### config.mk
export PLATFORM = sky130hd
export DESIGN_NAME = ones_thermo
export DESIGN_NICKNAME = d
export VERILOG_FILES = /design/src/rtl/ones_thermo.sv
export SDC_FILE = /design/constraint.sdc
export NUM_CORES = 1
export LEC_CHECK = 0
export ABC_CLOCK_PERIOD_IN_PS = 4200
export BUFFER_PORTS_ARGS = -buffer_cell sky130_fd_sc_hd__buf_2
export CAP_MARGIN = 40
export CORE_UTILIZATION = 46
export CTS_BUF_LIST = sky130_fd_sc_hd__clkbuf_2 sky130_fd_sc_hd__clkbuf_4 sky130_fd_sc_hd__clkbuf_8
export CTS_CLUSTER_SIZE = 8
export DETAILED_ROUTE_END_ITERATION = 8
export PLACE_DENSITY_LB_ADDON = 0.25
export SETUP_SLACK_MARGIN = 0.2
export SKIP_LAST_GASP = 1
export SYNTH_ARGS = -nofsm -noshare
export SYNTH_HDL_FRONTEND = slang
export SYNTH_SLANG_ARGS = --single-unit
### constraint.sdc
create_clock -name clk -period 4.2 [get_ports clk]
set_clock_uncertainty 0.1 [all_clocks]
set_input_delay 0.84 -clock clk [delete_from_list [all_inputs] [get_ports clk]]
set_output_delay 0.84 -clock clk [all_outputs]
set_load 0.03 [all_outputs]
### src/rtl/ones_thermo.sv
module ones_thermo #(
  parameter int WIDTH = 16,
  parameter int DELAY = 1
) (
  input  logic             clk,
  input  logic             rst,
  input  logic             strobe_i,
  input  logic [WIDTH-1:0] data_i,
  output logic             ready_o,
  output logic [WIDTH-1:0] code_o
);
  localparam int HALF = WIDTH / 2;
  localparam int HW   = $clog2(HALF + 1);
  localparam int CW   = $clog2(WIDTH + 1);
  localparam int DW   = $clog2(DELAY + 1);

  logic [HW-1:0]    cnt_lo, cnt_hi;
  logic [CW-1:0]    total;
  logic [WIDTH-1:0] thermo;
  logic [DW-1:0]    wait_q;

  always_comb begin
    cnt_lo = '0;
    cnt_hi = '0;
    for (int i = 0; i < HALF; i++) begin
      cnt_lo = cnt_lo + HW'(data_i[i]);
      cnt_hi = cnt_hi + HW'(data_i[HALF+i]);
    end
  end

  assign total = CW'(cnt_lo) + CW'(cnt_hi);

  for (genvar g = 0; g < WIDTH; g++) begin : g_thermo
    assign thermo[g] = (total <= CW'(g));
  end

  always_ff @(posedge clk) begin
    if (rst)           code_o <= '1;
    else if (strobe_i) code_o <= thermo;
  end

  always_ff @(posedge clk) begin
    if (rst)                wait_q <= '0;
    else if (strobe_i)      wait_q <= DW'(DELAY);
    else if (wait_q != '0)  wait_q <= wait_q - 1'b1;
  end

  assign ready_o = (wait_q == DW'(1));
endmodule

# Word level (Yosys, flattened, before mapping)

Index checks and enable logic that the tools add are counted.

Latch bits: 0
RAM bits: 0
Bits of input ports: 19
Memory bits (read-only): 0
Word-level logic and storage cells: 36
Memories: 0
Flip-flop bits (word level): 17
Output and inout port bits: 17

Div/mod/pow operators: 0
Bitwise gates (word level): 0
Shift-type cells: 0
Reductions and logical operators: 0
$add $sub $neg: 16
$mul: 0
Equal/unequal tests: 0
Order comparisons: 16
Multiplexer cells: 2

Operators with widths:

| operator                                                                         | count |
|---|---|
| 5-bit by 4-bit less-or-equal comparator with 1-bit output, second input constant | 8 |
| 4-bit by 1-bit adder with 4-bit output                                           | 8 |
| 5-bit by 3-bit less-or-equal comparator with 1-bit output, second input constant | 4 |
| 5-bit by 1-bit less-or-equal comparator with 1-bit output, second input constant | 2 |
| 5-bit by 2-bit less-or-equal comparator with 1-bit output, second input constant | 2 |
| 3-bit by 1-bit adder with 4-bit output                                           | 2 |
| 2-bit by 1-bit adder with 3-bit output                                           | 2 |
| 4-bit by 4-bit adder with 5-bit output                                           | 1 |
| 1-bit by 1-bit adder with 2-bit output                                           | 2 |
| 1-bit two-way mux                                                                | 2 |
| 1-bit subtractor, second input constant                                          | 1 |

# Logic depth before layout (Yosys ltp)

Gate-level depths: netlist (run 1).

Depth in word-level cells: 9
Mapped depth: 13

# Least setup slack after synthesis (run 1)

No wires, ideal clock.

Kind: input-to-reg
From: in data_i[0]
To: reg code_o[6]
Path buffers: 1
Setup slack: -300 ps
Library setup time: 122 ps
Data required time: 3,978 ps
Arrival time: 4,278 ps
Stages: 12
Cells stage by stage: fa_1 inv_1 fa_1 fa_1 fa_1 inv_1 ha_1 fa_1 xor2_1 buf_4 nand3_2 a221o_1

Cells in the longest elaborated chain, start to end: 9

RTL lines:

| item                                                      | RTL line | text |
|---|---|---|
| start, declared                                           | 8        | `input logic [WIDTH-1:0] data_i,` |
| 1-bit by 1-bit adder with 2-bit output                    | 26       | `cnt_lo = cnt_lo + HW'(data_i[i]);` |
| 2-bit by 1-bit adder with 3-bit output                    | 26       |  |
| 3-bit by 1-bit adder with 4-bit output                    | 26       |  |
| 4-bit by 1-bit adder with 4-bit output (4 in series)      | 26       |  |
| 4-bit by 4-bit adder with 5-bit output                    | 31       | `assign total = CW'(cnt_lo) + CW'(cnt_hi);` |
| 5-bit by 3-bit less-or-equal comparator with 1-bit output | 34       | `assign thermo[g] = (total <= CW'(g));` |
| end signal, assigned                                      | 39       | `else if (strobe_i) code_o <= thermo;` |
| end, declared                                             | 10       | `output logic [WIDTH-1:0] code_o` |

Every way passes these cells.
A chain may end at the register's enable or synchronous reset.

# Final worst setup path (run 1)

From: in data_i[3]
To: reg code_o[6]

Cells in the longest elaborated chain, start to end: 7

RTL lines:

| item                                                      | RTL line |
|---|---|
| 3-bit by 1-bit adder with 4-bit output                    | 26 |
| 4-bit by 1-bit adder with 4-bit output (4 in series)      | 26 |
| 4-bit by 4-bit adder with 5-bit output                    | 31 |
| 5-bit by 3-bit less-or-equal comparator with 1-bit output | 34 |

Every way passes these cells.

==> results of run 1 <==
sequential cells by signal, indices dropped and copies added, names as in the netlist:
register,count
code_o,16
ready_o,1
critical path, stage by stage:
cell and delay, ps:
buf_6 90, fa_1 540, inv_2 40, fa_1 530, fa_1 430, fa_1 510, inv_2 40, ha_4 150
fa_2 390, and2b_1 230, nand4b_1 200, a21oi_4 260, a221o_1 190
how the worst max path moves through the flow:
stage                end  cells past startpoint      start
2_1_floorplan  code_o[0]                     12  data_i[0]
3_3_place_gp   code_o[0]                     13  data_i[0]
3_5_place_dp   code_o[6]                     13  data_i[0]
4_1_cts        code_o[6]                     13  data_i[3]
5_1_grt        code_o[5]                     13  data_i[3]
6_report       code_o[6]                     13  data_i[3]
cells in the final DEF, fill, tap and decap left out, types with 2 or more instances in the layout:
master,instances
a21oi_1,7
a21o_1,3
a41oi_1,2
clkbuf_4,3
dfxtp_1,17
ha_1,4
nor3_1,2
a31oi_1,3
nand3b_1,2
inv_1,13
fa_1,9
o21ai_0,2
buf_6,4
nor2_1,3
nand2_1,3
buf_2,32
a211o_1,3
nand3_2,2
inv_2,4
buf_4,15
a221o_1,7
o21ai_1,3
metal layers:
metal,global-route usage,up-vias
met2,0.380,26
met5,0,-
met4,0.0370,0
met3,0.0394,0
li1,-,489
met1,0.265,480
where the power goes:
group	switching (uW)	internal, uW	leakage [uW]	total [uW]
registers	21.0	206	0.000142	227
clock network	53.9	35.4	0.0000177	89.3
logic	498	464	0.000545	962
kinds of logic after synthesis:
logic type               Yosys count
AO/OA/AOI/OAI                     35
buffers and inverters             23
AND/OR/NAND/NOR                   18
flip-flops                        17
adder cells (fa/ha/maj)           15
XOR/XNOR                           1
timing repair:
item | in CTS | in global routing
gates resized for setup | 4 | 6
pin swaps | 6 | 1
endpoints found under the setup margin | 16 | 16
hold endpoints to repair | 0 | 0
gates cloned | 0 | 0
buffers inserted | 1 | 0
through the flow:
step | instance area, um^2 | std cells | worst slack [ps] | utilization
2_1_floorplan | 1110 | 109 | -166 | -
3_3_place_gp | 1400 | 182 | -345 | 0.632
3_5_place_dp | 1400 | 182 | -466 | 0.632
4_1_cts | 1450 | 187 | -101 | 0.656
5_1_grt | 1470 | 187 | -218 | 0.663
6_report | 1470 | 187 | -113 | 0.663
final cells by class:
class / instances / area, um^2 / area share
Timing Repair Buffer: 51 / 318 / 0.217
Multi-Input combinational cell: 69 / 679 / 0.463
Sequential cell: 17 / 340 / 0.232
Inverter: 18 / 67.6 / 0.0460
Tap cell: 28 / 35.0 / 0.0239
Clock inverter: 1 / 5.00 / 0.00341
Clock buffer: 3 / 22.5 / 0.0153
==> flow_summary.yaml, run 1 <==
floorplan:
  initial_core_util: 0.485
  core_area_mm2: 0.00221
  ios: 36
  dieArea_mm2: 0.00253
  die_h_um: 50.3
  row_count: 17
  die_x_um: 50.3
timing:
  tightest_slew_ps: 492
  finalSetupViolCount: 11
  rsz0062_at_grt: "yes"
  fmax_mhz: 232
  fin_crit_sh: 1.03
  setup_tns_ps: -847
  fin_hold_ws_ps: 374
  drv_slew: 0
  setup_ws_ps: -113
  hold_violations: 0
  fin_crit_ps: 4310
  maxSlewHeadroom: 0.670
logic_synthesis:
  synth-edff-count: 0
  synthMuxAreaShare: 0
  synth.largest_area_cell: "dfxtp_1"
  synth-seq-area-share: 0.317
  synth_top_family_by_area: "adder cells"
  synth_commonest_cells: "dfxtp_1 (17), inv_1 (17), fa_1 (10)"
  ys_ff_latch: 17
  synth_area_per_cell_um2: 9.85
  ys_warn_count: 0
  yosys.area.top_type_share: 0.317
  synthCells: 109
  synthXorXnorAreaFrac: 0.00816
  syn_nets: 143
  ys.flop_type: "dfxtp_1"
  synth-compound-area-share: 0.240
  synth_cell_types: 32
  synthTopCellsByArea: "dfxtp_1 (32%), fa_1 (19%), a221o_1 (6.5%)"
  synth-adder-area-share: 0.245
  yosys.area_share.simple: 0.105
  synthArstFlopShare: 0
  syn_area_mm2: 0.00107
outcome:
  violations: "negative setup slack"
  status: "finished with violations"
power:
  power.total_uw: 1280
  vdd_drop_max_mv: 0.480
  p_leak_uw: 0.000705
  power_density_mw_per_mm2: 871
cts:
  cts_root_buf: "clkbuf_4"
  cts.htree.levels: 1
  cts_buffers: 3
  insertion_delay_ps: 290
  cts.clk_slew.worst_paths_ps: 100
  cts_tree: "built"
  cts_buffer_depth: 2
  clock-sinks: 17
  hold_buffers: 0
hold_path:
  holdPathEnd: "code_o[14]"
  min_path_cells: 1
  worstHoldStart: "code_o[14]"
  holdCritPathClass: "reg2reg"
placed_design:
  io_buffers: 35
  gp_congestion: 0.763
  dpl.hpwl_um: 1870
global_routing:
  grt_usage: 0.212
  grt_first_pass_wirelength_um: 4170
  grt_max_degree: 19
  grt_pass1_vias: 1014
  grt_overflow: 0
  grt_antenna_before_repair: 0
worst_setup_path:
  r2r_start: "code_o[6]"
  cp-start-kind: "primary input"
  reg2reg_depth: 1
  r2r-end: "code_o[6]"
  worstPathMaxFanout: 7
  reg2reg_slack_ps: 3310
  critPathArrivalTime_ps: 4450
  critPathKind: "in2reg"
  crit_path_end_kind: "register"
  critPathRequiredTime_ps: 4340
layout:
  antenna_cells: 0
  fillCellCount: 187
  layout.nets: 194
  syn_to_final_growth_pct: 36.7
  drive_gt1_frac: 0.421
job:
  drv_cap: 0
route:
  drtIter0Drc: 23
  first_pass_iters: 4
  viasPerCell: 5.32
  wl_um: 2360
  met1_length_um: 1010
  met2_length_um: 1260
  highest_layer: "met3"
  wire_per_inst_um: 12.6
  ant_nets: 0
  route.met3.wl_um: 96
  vias: 995
  drcViolationCount: 0
No activity file was read; power rests on OpenSTA's default activity.
==> inputs of run 2 (changes only) <==
--- a/config.mk
+++ b/config.mk
@@ -8,6 +8,7 @@
 export ABC_CLOCK_PERIOD_IN_PS = 4200
 export BUFFER_PORTS_ARGS = -buffer_cell sky130_fd_sc_hd__buf_2
 export CAP_MARGIN = 40
+export CORE_MARGIN = 2
 export CORE_UTILIZATION = 46
 export CTS_BUF_LIST = sky130_fd_sc_hd__clkbuf_2 sky130_fd_sc_hd__clkbuf_4 sky130_fd_sc_hd__clkbuf_8
 export CTS_CLUSTER_SIZE = 8
==> flow_summary.yaml, run 2 (synthesized netlist as in run 1, its figures left out) <==
cts:
  cts_root_buf: "clkbuf_4"
  cts_tree: "built"
  clock-sinks: 17
  cts.htree.levels: 1
  cts_buffer_depth: 2
  insertion_delay_ps: 280
  cts_buffers: 3
  cts.clk_slew.worst_paths_ps: 90
worst_setup_path:
  critPathKind: "in2reg"
  path_depth: 13
  r2r-end: "code_o[7]"
  critPathBufInv: 3
  crit_path_end_kind: "register"
  path_delay_family: "adder cells"
  reg2reg_slack_ps: 3320
  crit_top_cell: "fa_1"
  worstPathMaxFanout: 7
  crit_chain: "buf_2 -> fa_1 -> inv_1 -> fa_1 -> fa_1 -> fa_1 -> inv_2 -> ha_4 -> fa_2 -> and2b_1 -> nand4b_1 -> a21oi_4 -> a221o_1"
  cp-start-kind: "primary input"
  critPathArrivalTime_ps: 4410
  critPathCapture: "code_o[3]"
  r2r_start: "code_o[7]"
  crit_path_top_delay_cell: "fa_1"
  critPathRequiredTime_ps: 4330
  crit_path_start: "data_i[5]"
  slowest_delay_ps: 530
  reg2reg_depth: 2
timing:
  setup_ws_ps: -82.1
  tightest_slew_ps: 496
  fin_hold_ws_ps: 373
  fin_crit_ps: 4280
  hold_violations: 0
  rsz0062_at_grt: "yes"
  drv_slew: 0
  maxSlewHeadroom: 0.667
  fin_crit_sh: 1.02
  fmax_mhz: 234
  finalSetupViolCount: 11
layout:
  top_register: "code_o"
  largest_reg_flops: 16
  final_cell_mix: "buf_2 (31), dfxtp_1 (17), inv_1 (15), buf_4 (15), fa_1 (9)"
  final_area_mm2: 0.00153
  drive_gt1_frac: 0.438
  layout.nets: 195
  mostFrequentLayoutCell: "buf_2"
  syn_to_final_growth_pct: 42.4
  antenna_cells: 0
placed_design:
  placed_area_mm2: 0.00138
  place_ws_ps: -470
  dpl.hpwl_um: 1890
  io_buffers: 35
  gp_congestion: 0.801
route:
  wire_per_inst_um: 13.6
  drcViolationCount: 0
  viasPerCell: 5.37
  drtIter0Drc: 30
  vias: 1009
  wl_um: 2560
  first_pass_iters: 4
  ant_nets: 0
outcome:
  violations: "negative setup slack"
  status: "finished with violations"
global_routing:
  grt_usage: 0.213
  grt_max_degree: 19
  grt_first_pass_wirelength_um: 4310
  grt_pass1_vias: 986
  grt_antenna_before_repair: 0
  grt_overflow: 0
power:
  vdd_drop_max_mv: 0.513
  p_leak_uw: 0.000721
  power_density_mw_per_mm2: 890
  power.total_uw: 1360
job:
  drv_cap: 0
floorplan:
  initial_core_util: 0.485
  die_x_um: 52.3
  row_count: 17
  die_h_um: 52.3
  ios: 36
  core_area_mm2: 0.00221
  dieArea_mm2: 0.00274
hold_path:
  holdCritPathClass: "reg2reg"
  worstHoldStart: "code_o[10]"
==> run 2: per-stage QoR <==
stage / instances / setup TNS, ps / utilization
after detailed placement: 180 / -6060 / 0.626
after global placement: 180 / -4940 / 0.626
after global routing: 188 / -1990 / 0.691
after CTS: 187 / -631 / 0.673
after floorplan: 109 / -1660 / -
final: 188 / -556 / 0.691
==> run 2: layout make-up <==
class,instances,area (um^2)
well taps,28,35.0
clock buffers,4,30.0
flip-flops and latches,17,340
fillers,181,683
inverters,18,67.6
multi-input cells,69,721
repair buffers,52,335
==> run 2: worst min path at each step <==
stage,cells past startpoint,to,slack (ps)
5_1_grt,1,code_o[10],390
4_1_cts,1,code_o[14],370
2_1_floorplan,2,code_o[15],510
6_report,1,code_o[10],370
3_5_place_dp,1,code_o[14],350
3_3_place_gp,1,code_o[14],350
==> run 2: repair_timing <==
item | in CTS | in global routing
resized for setup | 11 | 5
pin swaps | 8 | 8
gates cloned | 0 | 0
setup buffers | 3 | 1
hold buffers | 0 | 0
endpoints found under the setup margin | 16 | 16
endpoints found under the hold margin | 0 | 0
==> run 2: worst reg2reg max path, stage by stage, from the launching register on <==
cell	delay [ps]
dfxtp_1	320
nor3_1	310
a31oi_4	40
==> run 2: per-layer routing <==
metal | GRT usage | vias to the layer above | wire, um
li1 | - | 491 | -
met1 | 0.253 | 475 | 1060
met2 | 0.381 | 37 | 1320
met3 | 0.0571 | 6 | 123
met4 | 0.0427 | 0 | 55
met5 | 0 | - | 0
==> run 2: power by group <==
part	leakage, uW	internal [uW]	switching (uW)	total (uW)
clock network	0.0000184	43.4	46.5	89.8
registers	0.000142	206	20.0	226
logic	0.000561	499	545	1040
==> inputs of run 3 (changes only) <==
--- a/config.mk
+++ b/config.mk
@@ -5,14 +5,16 @@
 export SDC_FILE = /design/constraint.sdc
 export NUM_CORES = 1
 export LEC_CHECK = 0
+export ABC_AREA = 1
 export ABC_CLOCK_PERIOD_IN_PS = 4200
-export BUFFER_PORTS_ARGS = -buffer_cell sky130_fd_sc_hd__buf_2
 export CAP_MARGIN = 40
 export CORE_MARGIN = 2
-export CORE_UTILIZATION = 46
+export CORE_UTILIZATION = 50
 export CTS_BUF_LIST = sky130_fd_sc_hd__clkbuf_2 sky130_fd_sc_hd__clkbuf_4 sky130_fd_sc_hd__clkbuf_8
+export CTS_CLUSTER_DIAMETER = 40
 export CTS_CLUSTER_SIZE = 8
 export DETAILED_ROUTE_END_ITERATION = 8
+export DONT_BUFFER_PORTS = 1
 export PLACE_DENSITY_LB_ADDON = 0.25
 export SETUP_SLACK_MARGIN = 0.2
 export SKIP_LAST_GASP = 1
==> flow_summary.yaml, run 3 <==
logic_synthesis:
  syn_nets: 172
  synth-seq-area-share: 0.303
  ys_warn_count: 0
  synthCells: 138
  synth.largest_area_cell: "dfxtp_1"
  synthArstFlopShare: 0
  synth_commonest_cells: "inv_1 (24), nand2_1 (23), a21oi_1 (17), dfxtp_1 (17), nand3_1 (16)"
  synth-edff-count: 0
  yosys.area.top_type_share: 0.303
  yosysMostFrequentCell: "inv_1"
  synth_area_per_cell_um2: 8.13
  synthTopCellsByArea: "dfxtp_1 (30%), fa_1 (18%), inv_1 (8.0%)"
  synth_cell_types: 19
  syn_area_mm2: 0.00112
  ys.flop_type: "dfxtp_1"
  ys_ff_latch: 17
cts:
  cts_tree: "built"
  cts.clk_slew.worst_paths_ps: 100
  cts_buffers: 3
  insertion_delay_ps: 280
  cts_root_buf: "clkbuf_4"
  clock-sinks: 17
  cts.htree.levels: 1
  cts_buffer_depth: 2
worst_setup_path:
  path_delay_family: "adder cells"
  slowest_delay_ps: 550
  cp-start-kind: "primary input"
  worstPathMaxFanout: 6
  reg2reg_depth: 2
  critPathBufInv: 3
  crit_path_end_kind: "register"
  critPathRequiredTime_ps: 4300
  path_depth: 16
  critPathKind: "in2reg"
  crit_top_cell: "fa_1"
  critPathArrivalTime_ps: 4080
  crit_path_top_delay_cell: "fa_1"
  crit_chain: "fa_1 -> inv_2 -> fa_1 -> fa_1 -> fa_1 -> inv_2 -> ha_4 -> fa_2 -> inv_2 -> nand2_2 -> nand2_4 -> nand2_2 -> nor2_1 -> nand3_1 -> nand2_1 -> nand2_1"
power:
  vdd_drop_max_mv: 0.493
  p_leak_uw: 0.000577
  power_density_mw_per_mm2: 829
floorplan:
  core_area_mm2: 0.00217
  dieArea_mm2: 0.00264
  die_x_um: 51.4
  die_h_um: 51.4
  ios: 36
  row_count: 17
  initial_core_util: 0.517
timing:
  maxSlewHeadroom: 0.755
  finalSetupViolCount: 0
  tightest_slew_ps: 367
  setup_ws_ps: 212
  fmax_mhz: 251
  hold_violations: 0
  fin_crit_ps: 3990
  fin_hold_ws_ps: 515
  rsz0062_at_grt: "yes"
  fin_crit_sh: 0.950
  drv_slew: 0
global_routing:
  grt_antenna_before_repair: 0
  grt_overflow: 0
  grt_first_pass_wirelength_um: 3660
  grt_max_degree: 20
  grt_pass1_vias: 843
  grt_usage: 0.185
layout:
  fin_cells: 172
  syn_to_final_growth_pct: 11.3
  largest_reg_flops: 16
  layout.nets: 179
  drive_gt1_frac: 0.201
  top_register: "code_o"
  antenna_cells: 0
  final_cell_mix: "inv_1 (20), nand2_1 (20), a21oi_1 (17), dfxtp_1 (17), nand3_1 (15)"
job:
  drv_cap: 0
hold_path:
  holdCritPathClass: "in2reg"
  min_path_cells: 1
route:
  first_pass_iters: 4
  drtIter0Drc: 15
  wire_per_inst_um: 12.7
  vias: 908
  wl_um: 2180
  viasPerCell: 5.28
  ant_nets: 0
  drcViolationCount: 0
outcome:
  status: "finished, final reports clean"
placed_design:
  place_inst: 167
  place_ws_ps: -144
  gp_congestion: 0.784
  io_buffers: 0
  dpl.hpwl_um: 1850
-- run 3: cell types whose count changed after synthesis, moves of 3 or more --
cell / previous run / this run
nand3_1: 1 / 16
a221o_1: 7 / 0
nor2_1: 3 / 6
nand2_1: 3 / 23
a21o_1: 3 / 0
a21oi_1: 7 / 17
inv_1: 17 / 24
a211o_1: 3 / 0
a31oi_1: 3 / 0
nand4_1: 0 / 4
-- run 3: layer usage --
metal | track usage | part of all wire | vias to the layer above
met2 | 0.295 | 0.49 | 21
met4 | 0.0526 | 0.016 | 0
li1 | - | - | 455
met1 | 0.233 | 0.43 | 428
met3 | 0.0673 | 0.060 | 4
met5 | 0 | 0 | -
-- run 3: cell families (layout without fill, tap and decap cells) --
logic type                 after synthesis  in the layout  synth area share
and+or+nand+nor                         57             57             0.273
buffers and inverters                   28             34            0.0959
AOI/OAI and AO/OA                       21             21            0.0936
DFF                                     17             17             0.303
adders and majority gates               15             15             0.234
-- run 3: path summary, 6_finish.rpt --
check,from,to,slack [ps]
worst max-delay path,data_i[5],code_o[10],210
worst min-delay path,rst,ready_o,520
worst max register to register,code_o[12],code_o[12],3260
worst min register to register,code_o[1],code_o[1],590
-- run 3: metrics by stage --
step / utilization / setup TNS, ps / total power, uW / instance area (um^2)
3_3_place_gp: 0.552 / -172 / 906 / 1200
3_5_place_dp: 0.552 / -575 / 922 / 1200
5_1_grt: 0.576 / 0 / 1130 / 1250
6_report: 0.576 / 0 / 1040 / 1250
4_1_cts: 0.566 / 0 / 1010 / 1230
2_1_floorplan: - / 0 / 780 / 1150
-- run 3: area by class of cell --
cell class	instances	area (um^2)
multi-input combinational	93	712
fill	216	921
clock inverter	1	5.00
tap	28	35.0
clock buffer	3	22.5
timing repair buffer	5	37.5
sequential	17	340
inverter	25	96.3
-- run 3: what timing repair did --
item                                    in CTS  in global routing
endpoints found under the setup margin       3                 12
buffers inserted                             0                  1
pin swaps                                    1                  3
hold buffers                                 0                  0
resized for setup                            1                  4
-- run 3: power by group --
group / total [uW] / switching (uW) / internal [uW] / leakage (uW)
Clock: 85.4 / 50.0 / 35.4 / 0.0000177
Combinational: 618 / 374 / 245 / 0.000418
Sequential: 331 / 123 / 209 / 0.000142
Total: 1040 / 547 / 489 / 0.000577
